==> src/rtl/seeprom_tgt.sv <==
module seeprom_tgt #(
  parameter int ADDR_W = 8,
  parameter logic [7:0] ROM_MUL = 8'h1D,
  parameter logic [7:0] ROM_ADD = 8'h5B
) (
  input  logic clk,
  input  logic rst_n,
  input  logic wr_en,
  input  logic scl_in,
  input  logic sda_in,
  output logic sda_out,
  output logic proto_err
);
  localparam int BYTE_BITS = 8;
  localparam int TICK_W = $clog2(2 * BYTE_BITS + 1);
  localparam logic [TICK_W-1:0] T_CMD  = TICK_W'(BYTE_BITS);
  localparam logic [TICK_W-1:0] T_LAST = TICK_W'(2 * BYTE_BITS);
  localparam logic [ADDR_W-1:0] ONE = {{(ADDR_W-1){1'b0}}, 1'b1};

  logic              scl_q, sda_q, ack, drv;
  logic [TICK_W-1:0] tick;
  logic [7:0]        cmd, data;
  logic [ADDR_W-1:0] addr, addr_nx;

  function automatic logic [7:0] rom_byte(input logic [ADDR_W-1:0] a);
    logic [7:0] r;
    r = 8'(a) * ROM_MUL + ROM_ADD;
    return r;
  endfunction

  wire bus_cond = scl_q & scl_in & (sda_q ^ sda_in);
  wire idle     = (tick == '0) & ~ack;
  wire rise     = ~scl_q & scl_in;
  wire same     = (sda_q == sda_in);

  assign addr_nx = cmd[0] ? addr + ONE : {addr[ADDR_W-2:0], sda_in};
  assign sda_out = ~drv;

  always_ff @(posedge clk or negedge rst_n) begin
    if (!rst_n) begin
      scl_q <= 1'b1; sda_q <= 1'b1;
      tick <= '0; ack <= 1'b0; drv <= 1'b0;
      cmd <= '0; data <= '0; addr <= '0;
      proto_err <= 1'b0;
    end else if (wr_en) begin
      scl_q <= scl_in;
      sda_q <= sda_in;
      proto_err <= 1'b0;
      if (bus_cond) begin
        tick <= sda_in ? '0 : ONE[TICK_W-1:0];
        ack  <= 1'b0;
        drv  <= 1'b0;
      end else if (!idle && rise) begin
        if (ack) begin
          drv <= 1'b1;
          ack <= 1'b0;
        end else if (!same) begin
          proto_err <= 1'b1;
        end else if (tick <= T_CMD) begin
          drv  <= 1'b0;
          cmd  <= {cmd[6:0], sda_in};
          tick <= tick + 1'b1;
          if (tick == T_CMD) ack <= 1'b1;
        end else begin
          drv <= cmd[0] & ~data[7];
          if (!cmd[0]) addr <= addr_nx;
          if (tick == T_LAST) begin
            data <= rom_byte(addr_nx);
            ack  <= 1'b1;
            tick <= '0;
            if (cmd[0]) addr <= addr_nx;
          end else begin
            data <= {data[6:0], 1'b0};
            tick <= tick + 1'b1;
          end
        end
      end
    end
  end

  AST_COND_RELEASES: assert property (@(posedge clk) disable iff (!rst_n)
    (wr_en && bus_cond) |=> (sda_out && !ack));
  AST_IDLE_IGNORED: assert property (@(posedge clk) disable iff (!rst_n)
    (wr_en && idle && !bus_cond) |=> ($stable(tick) && $stable(cmd) && $stable(addr) && $stable(data) && $stable(sda_out)));
  AST_NO_EVENT_HOLD: assert property (@(posedge clk) disable iff (!rst_n)
    (!wr_en) |=> ($stable(sda_out) && $stable(tick) && $stable(proto_err)));
  AST_ACK_LOW: assert property (@(posedge clk) disable iff (!rst_n)
    (wr_en && ack && rise) |=> (!sda_out && !ack));
  AST_GLITCH_NO_SHIFT: assert property (@(posedge clk) disable iff (!rst_n)
    (wr_en && rise && !same && !idle && !ack) |=> (proto_err && $stable(tick) && $stable(cmd)));
  AST_TICK_RANGE: assert property (@(posedge clk) disable iff (!rst_n)
    tick <= T_LAST);
endmodule

==> config.mk <==
export PLATFORM = sky130hd
export DESIGN_NAME = seeprom_tgt
export DESIGN_NICKNAME = d
export VERILOG_FILES = /design/src/rtl/seeprom_tgt.sv
export SDC_FILE = /design/constraint.sdc
export NUM_CORES = 1
export LEC_CHECK = 0
export ABC_AREA = 1
export BUFFER_PORTS_ARGS = -buffer_cell sky130_fd_sc_hd__buf_4
export CORE_MARGIN = 2
export CORE_UTILIZATION = 40
export DETAILED_ROUTE_END_ITERATION = 6
export HOLD_SLACK_MARGIN = 0.02
export SYNTH_ARGS = -nofsm -noshare
export SYNTH_HDL_FRONTEND = slang
export SYNTH_SLANG_ARGS = --single-unit
export TNS_END_PERCENT = 30
==> constraint.sdc <==
create_clock -name clk -period 4.25 [get_ports clk]
set_clock_uncertainty 0.05 [all_clocks]
set_input_delay 0.6375 -clock clk [delete_from_list [all_inputs] [get_ports clk]]
set_output_delay 0.6375 -clock clk [all_outputs]
set_load 0.01 [all_outputs]
==> impl_results.md, run 1 <==
* Worst Path Required at 4.37 ns
* CP startpoint: addr[1]$_DFFE_PN0P_
* Routed WL per cell at approximately 12 um
* Post-Syn Area at around 2300 um2
* Via count at 1976
* Hold buffers post-CTS at 0
* Type of the tightest min-delay check: in2async
* I/O pin cnt at 7
* Vias in the first global route at 1768
* Antenna violations before repair at 0
* Max Fclk at 250.2 MHz
* Area leader, netlist: dfrtp_1
* Largest family of logic cells by synthesized area: simple AND/OR/NAND/NOR gates
* Count of cell types in the netlist at 38
* EDFF count, synth at 0
* CP bufs+invs at 5
* Synth-to-layout area growth at 10.02%
* Synthesized-area fraction occupied by adder cells at 0.1500
* # setup viols final at 0
* CP max-delay cell: fa_1
* Die Wd at 79.60 um
* Multiplexer area fraction after synthesis at 0.004379
* Critical path class: reg2reg
* # rows at 27
* Crit path capture type: flip-flop
* Status: complete, no violations
* Num Clock Sinks at 27
* Critical Path Max Stage Delay at between 0.5 and 0.6 ns
* Area share of the largest cell type after synthesis at 0.2737
* Ys async rst share at 1.000
* Max Cap Violations at 0
* Worst Path Arrival at 4.12 ns
* Pre-CTS WS at 0.1556 ns
* Post-route DRC at 0
* Post-synth top flop: dfrtp_1
* Crit path top cell by count: nand2_1
* Simple-gate share of the synthesized area at 0.2687
* N_diodes at 0
* Global route hottest layer: met2
* Unrepaired setup endpoints after global routing: false
* Syn_area_per_cell at slightly above 7 um2
* R2R Setup Slk at 0.25 ns
* Critical path destination: data[7]$_DFFE_PN0P_
* First-iteration detailed-routing DRC count at 70
* Gr ovfl total at 0
* Period utilization at 0.9405
* Reg2Reg Depth at 23
* Max_slew headroom at 0.6316
* Met1 Track Usage GR at 0.2257
* Avg Vias per Cell at 4.915
* Area contributors post-synth: dfrtp_1 (27%), nand2_1 (15%), ha_1 (11%)
* Final min period at between 3 and 4 ns
* Synth warnings at 0
* GR Util All Layers at 0.1616
* Actual slew at the worst max-slew pin at 0.5489 ns
* Top fanout value on the critical path at 6
* Stages on the worst setup path at 23
* R2r endpoint: data[7]$_DFFE_PN0P_
* Post-Syn Instances at 319
* Max Slew Vio Count at 0
* RePlAce Congestion at 0.8550
* Critical-path cell list: ha_1 > or2_2 > o21a_1 > buf_4 > inv_1 > ha_2 > fa_1 > fa_1 > inv_1 > ha_4 > nand2_1 > inv_1 > nand4_1 > nand3_1 > inv_1 > nand3_1 > nand2_1 > nand2_1 > nand3_1 > nand2_1 > nand2_1 > nand2_1 > nand2_1
* H-tree levels at 1
* #FFs+latches synth at 27
* R2r startpoint: addr[1]$_DFFE_PN0P_
* CP startpoint kind: flip-flop
* Layout net count at 361
* Met3 usage at 0.03054
* Core Area at 5507 um2
* Commonest non-fill, non-tap cell in the layout: nand2_1
* Drt first pass iters at 4
* Sequential-to-total area share from yosys stat at 0.2967
* Post-synthesis compound-gate area fraction at 0.1418
* TNS Setup at 0 ns
* First-pass GRT wire length at around 8100 um
* Syn_nets at 349
* Setup slack after layout at ~0.25 ns
* Detail Placement HPWL at 3737 um
* Met2 Track Usage GR at 0.2689
* Final Util at 0.4567
* Largest net degree at the start of global routing at 28
* Die H at roughly 80 um
* Clock Root Buffer: clkbuf_8
* Family with the most delay on the worst path: adder cells
* Clk buf depth at 2
* Routed wire length at just under 5000 um
* Die footprint at 6335 um2
* Port bufs at 6
* DRT antenna net count at 0
* CTS buffer count at 3
* Layout cell share with drive strength beyond 1 at 0.1242
* Clock-pin slew on the worst setup and hold paths at 0.09 ns
* Fin. Hold Viols at 0
* Clock latency on the worst-skew pair at 0.27 ns
* Post-Synth XOR/XNOR Area at 0.03065
* Starting Density at 0.4151
* CTS tree: done
* Commonest cells after routing, fill and taps aside: nand2_1 (91), inv_1 (51), dfrtp_1 (25)
-- cell families after synthesis --
kind of cell	count (synthesis)
xor gates and xnor gates	8
AOI/OAI and AO/OA	56
DFF	27
muxes	1
adders and majority gates	25
buffers and inverters	62
and+or+nand+nor	140
-- layer usage --
layer / routed length [um] / vias to the layer above
met2: 2260 / 21
met4: 15 / 0
met5: 0 / -
met3: 162 / 2
li1: - / 1051
met1: 2394 / 902
-- Yosys cell counts, drive strengths merged, types with 2 or more instances --
cell	number
o21ai	29
o211ai	4
dfrtp	25
dfstp	2
a31oi	4
nand3	17
xnor2	3
nor3	2
inv	57
xor2	5
buf	4
nand2	96
nand4	5
nor2	19
fa	4
a21oi	10
o22ai	3
ha	21
-- final cells by class --
type / count / area [um2]
Tap cell: 72 / 90.09
Clock inverter: 1 / 5.005
Inverter: 57 / 214.0
Clock buffer: 3 / 41.29
Fill cell: 555 / 2992
Sequential cell: 27 / 678.2
Timing Repair Buffer: 12 / 90.09
Multi-Input combinational cell: 230 / 1396
-- metrics by stage --
stage               cell area, um2  hold slack (ns)  instances
finish                        2515           0.2103        402
global route                  2515           0.2362        402
CTS                           2472           0.2160        401
detailed placement            2426           0.4219        397
global placement              2426           0.4158        397
floorplan                     2286           0.2919        319
-- worst reg2reg max path: stages, from the launching register on --
cell and delay [ns]:
dfrtp_1 0.41, ha_1 0.27, or2_2 0.29, o21a_1 0.14, buf_4 0.17, inv_1 0.11, ha_2 0.20, fa_1 0.44
fa_1 0.56, inv_1 0.07, ha_4 0.28, nand2_1 0.05, inv_1 0.07, nand4_1 0.08, nand3_1 0.12, inv_1 0.07
nand3_1 0.07, nand2_1 0.06, nand2_1 0.09, nand3_1 0.09, nand2_1 0.07, nand2_1 0.04, nand2_1 0.08, nand2_1 0.05
-- repair_timing --
| action | 4_1_cts | 5_1_grt |
|---|---|---|
| endpoints found under the setup margin | 0 | 1 |
| buffers inserted | 0 | 1 |
| gates resized for setup | 0 | 4 |
-- state kept, by name, indices dropped and copies added (netlist names), named ones only --
| name | count |
|---|---|
| data | 8 |
| drv | 1 |
| sda_q | 1 |
| scl_q | 1 |
| tick | 5 |
| addr | 7 |
| ack | 1 |
| proto_err | 1 |
| cmd | 1 |
-- how the worst min path moves through the flow --
stage                                   start             endpoint  slack [ns]  depth (start not counted)
after global routing                    rst_n  tick[1]$_DFFE_PN0P_        0.24                          1
after CTS                               rst_n  tick[1]$_DFFE_PN0P_        0.22                          1
after global placement    data[4]$_DFFE_PN0P_  data[4]$_DFFE_PN0P_        0.42                          2
after floorplan                         rst_n            async pin        0.29                          0
final                                   rst_n  tick[1]$_DFFE_PN0P_        0.21                          1
after detailed placement  data[6]$_DFFE_PN0P_  data[6]$_DFFE_PN0P_        0.42                          2
Power of run 1 is not shown: default switching activity piles up to over one toggle a cycle in this logic, so the estimate is an artifact.
==> run 2, diff against run 1 <==
--- a/config.mk
+++ b/config.mk
@@ -8,7 +8,8 @@
 export ABC_AREA = 1
 export BUFFER_PORTS_ARGS = -buffer_cell sky130_fd_sc_hd__buf_4
 export CORE_MARGIN = 2
-export CORE_UTILIZATION = 40
+export CORE_UTILIZATION = 25
+export CTS_CLUSTER_SIZE = 8
 export DETAILED_ROUTE_END_ITERATION = 6
 export HOLD_SLACK_MARGIN = 0.02
 export SYNTH_ARGS = -nofsm -noshare
==> impl_results.md, run 2 (same netlist as run 1, synthesis figures left out) <==
* First-iteration detailed-routing DRC count at 103 (+47%)
* Commonest non-fill, non-tap cell in the layout: nand2_1
* Final Util at 0.2914 (-0.1653)
* Final Cell Area at 2566 um2 (+2.0%)
* Clock Root Buffer: clkbuf_8
* H-tree levels at 1 (unchanged)
* Crit path capture type: flip-flop
* Max Fclk at 255.1 MHz (+2.0%)
* # rows at 34 (+26%)
* Fin. Hold Viols at 0 (unchanged)
* Largest net degree at the start of global routing at 28 (unchanged)
* Non-Filler Instances at 438 (+9.0%)
* Clock-pin slew on the worst setup and hold paths at 0.10 ns (about the same)
* Top fanout value on the critical path at 6 (unchanged)
* Max Slew Vio Count at 0 (unchanged)
* Die Wd at 99.63 um (+25%)
* Max Cap Violations at 0 (unchanged)
* Unrepaired setup endpoints after global routing: false
* R2R Setup Slk at 0.33 ns (+0.08 ns)
* Gr ovfl total at 0 (unchanged)
* Clock latency on the worst-skew pair at 0.28 ns (about the same)
* Layout net count at 361 (unchanged)
* N_diodes at 0 (unchanged)
* Type of the tightest min-delay check: in2async
* Period utilization at 0.9223 (-0.01810)
* DP Area at 2464 um2 (+1.5%)
* Critical path class: reg2reg
* Vias in the first global route at 1980 (+12%)
* Die H at 99.63 um (+25%)
* Commonest cells after routing, fill and taps aside: nand2_1 (91), inv_1 (51), dfrtp_1 (25)
* Routed WL per cell at 11.28 um (-6.2%)
* CTS tree: done
* Die footprint at 9925 um2 (+57%)
* Final min period at 3.920 ns (-0.07693 ns)
* Status: complete, no violations
* Via count at 1977 (+0.051%)
* Detail Placement HPWL at 3913 um (+4.7%)
* Drt first pass iters at 4 (unchanged)
* TNS Setup at 0 ns (unchanged)
* Layout cell share with drive strength beyond 1 at 0.1242 (unchanged)
* Core Area at 8806 um2 (+60%)
* Port bufs at 6 (unchanged)
* Reg2Reg Depth at 23 (unchanged)
* Starting Density at 0.2596 (-0.1555)
* Synth-to-layout area growth at 12.26%
* Clk buf depth at 2 (unchanged)
* CTS buffer count at 3 (unchanged)
* DRT antenna net count at 0 (unchanged)
* Routed wire length at 4941 um (+2.2%)
* Inst Count DP at 432 (+8.8%)
* Antenna violations before repair at 0 (unchanged)
* GR Util All Layers at 0.1113 (-0.05034)
* I/O pin cnt at 7 (unchanged)
* RePlAce Congestion at 0.7995 (-6.5%)
* Worst Path Required at 4.39 ns (+0.02 ns)
* First-pass GRT wire length at 9142 um (+13%)
* Max reg flops at 8 (unchanged)
* Max_slew headroom at 0.6289 (-0.002701)
* Worst Path Arrival at 4.06 ns (-0.06 ns)
* Post-route DRC at 0 (unchanged)
* CP startpoint kind: flip-flop
* Num Clock Sinks at 27 (unchanged)
* Hold buffers post-CTS at 0 (unchanged)
* Avg Vias per Cell at 4.514 (-8.2%)
* Largest registers: data: 8 flops, addr: 7 flops, tick: 5 flops
* Actual slew at the worst max-slew pin at 0.5550 ns (+0.006079 ns)
* Largest Register: data
* # setup viols final at 0 (unchanged)
run 2: final cells by class:
cell class                 instances  area (um2)
fill                             921        6240
multi-input combinational        230        1399
sequential                        27       678.2
inverter                          57       214.0
tap                              108       135.1
timing repair buffer              12       90.09
clock buffer                       3       41.29
clock inverter                     1       8.758
run 2: timing repair:
item / in CTS / in global routing
buffers inserted: 0 / 2
setup endpoints to repair: 0 / 1
gates resized for setup: 0 / 4
run 2: per-stage QoR:
step	setup WS [ns]	hold WS [ns]
final	0.3300	0.2070
after global routing	0.02669	0.2213
after detailed placement	0.1224	0.4165
after floorplan	0.2937	0.2919
after CTS	0.07240	0.2129
after global placement	0.2231	0.4133
run 2: routing by layer:
layer	track usage	share of wire	vias to the layer above
li1	-	-	1046
met1	0.1468	0.49	895
met2	0.1892	0.47	30
met3	0.02108	0.031	6
met4	0.02529	0.012	0
met5	0	0	-
run 2: path summary, 6_finish.rpt:
path / to / from
max in group asynchronous: scl_q$_DFFE_PN1P_ / rst_n
hold reg to reg: data[6]$_DFFE_PN0P_ / data[6]$_DFFE_PN0P_
hold / removal: tick[0]$_DFFE_PN0P_ / rst_n
setup / recovery: data[7]$_DFFE_PN0P_ / flip-flop
setup reg to reg: data[7]$_DFFE_PN0P_ / flip-flop
min in group clk: data[6]$_DFFE_PN0P_ / data[6]$_DFFE_PN0P_
run 2: worst max-delay path, cell delays in order (launching register included):
cell and delay [ns]:
dfrtp_1 0.40, ha_1 0.29, or2_2 0.29, o21a_1 0.15, buf_4 0.17, inv_1 0.10
ha_1 0.19, fa_1 0.45, fa_1 0.56, inv_1 0.07, ha_4 0.28, nand2_1 0.05
inv_1 0.07, nand4_1 0.09, nand3_2 0.09, inv_1 0.05, nand2_1 0.06, nand2_1 0.05
nand2_1 0.08, nand3_1 0.09, nand2_1 0.06, nand2_1 0.04, nand2_1 0.07, nand2_1 0.04
Power of run 2 is left out for the same reason.
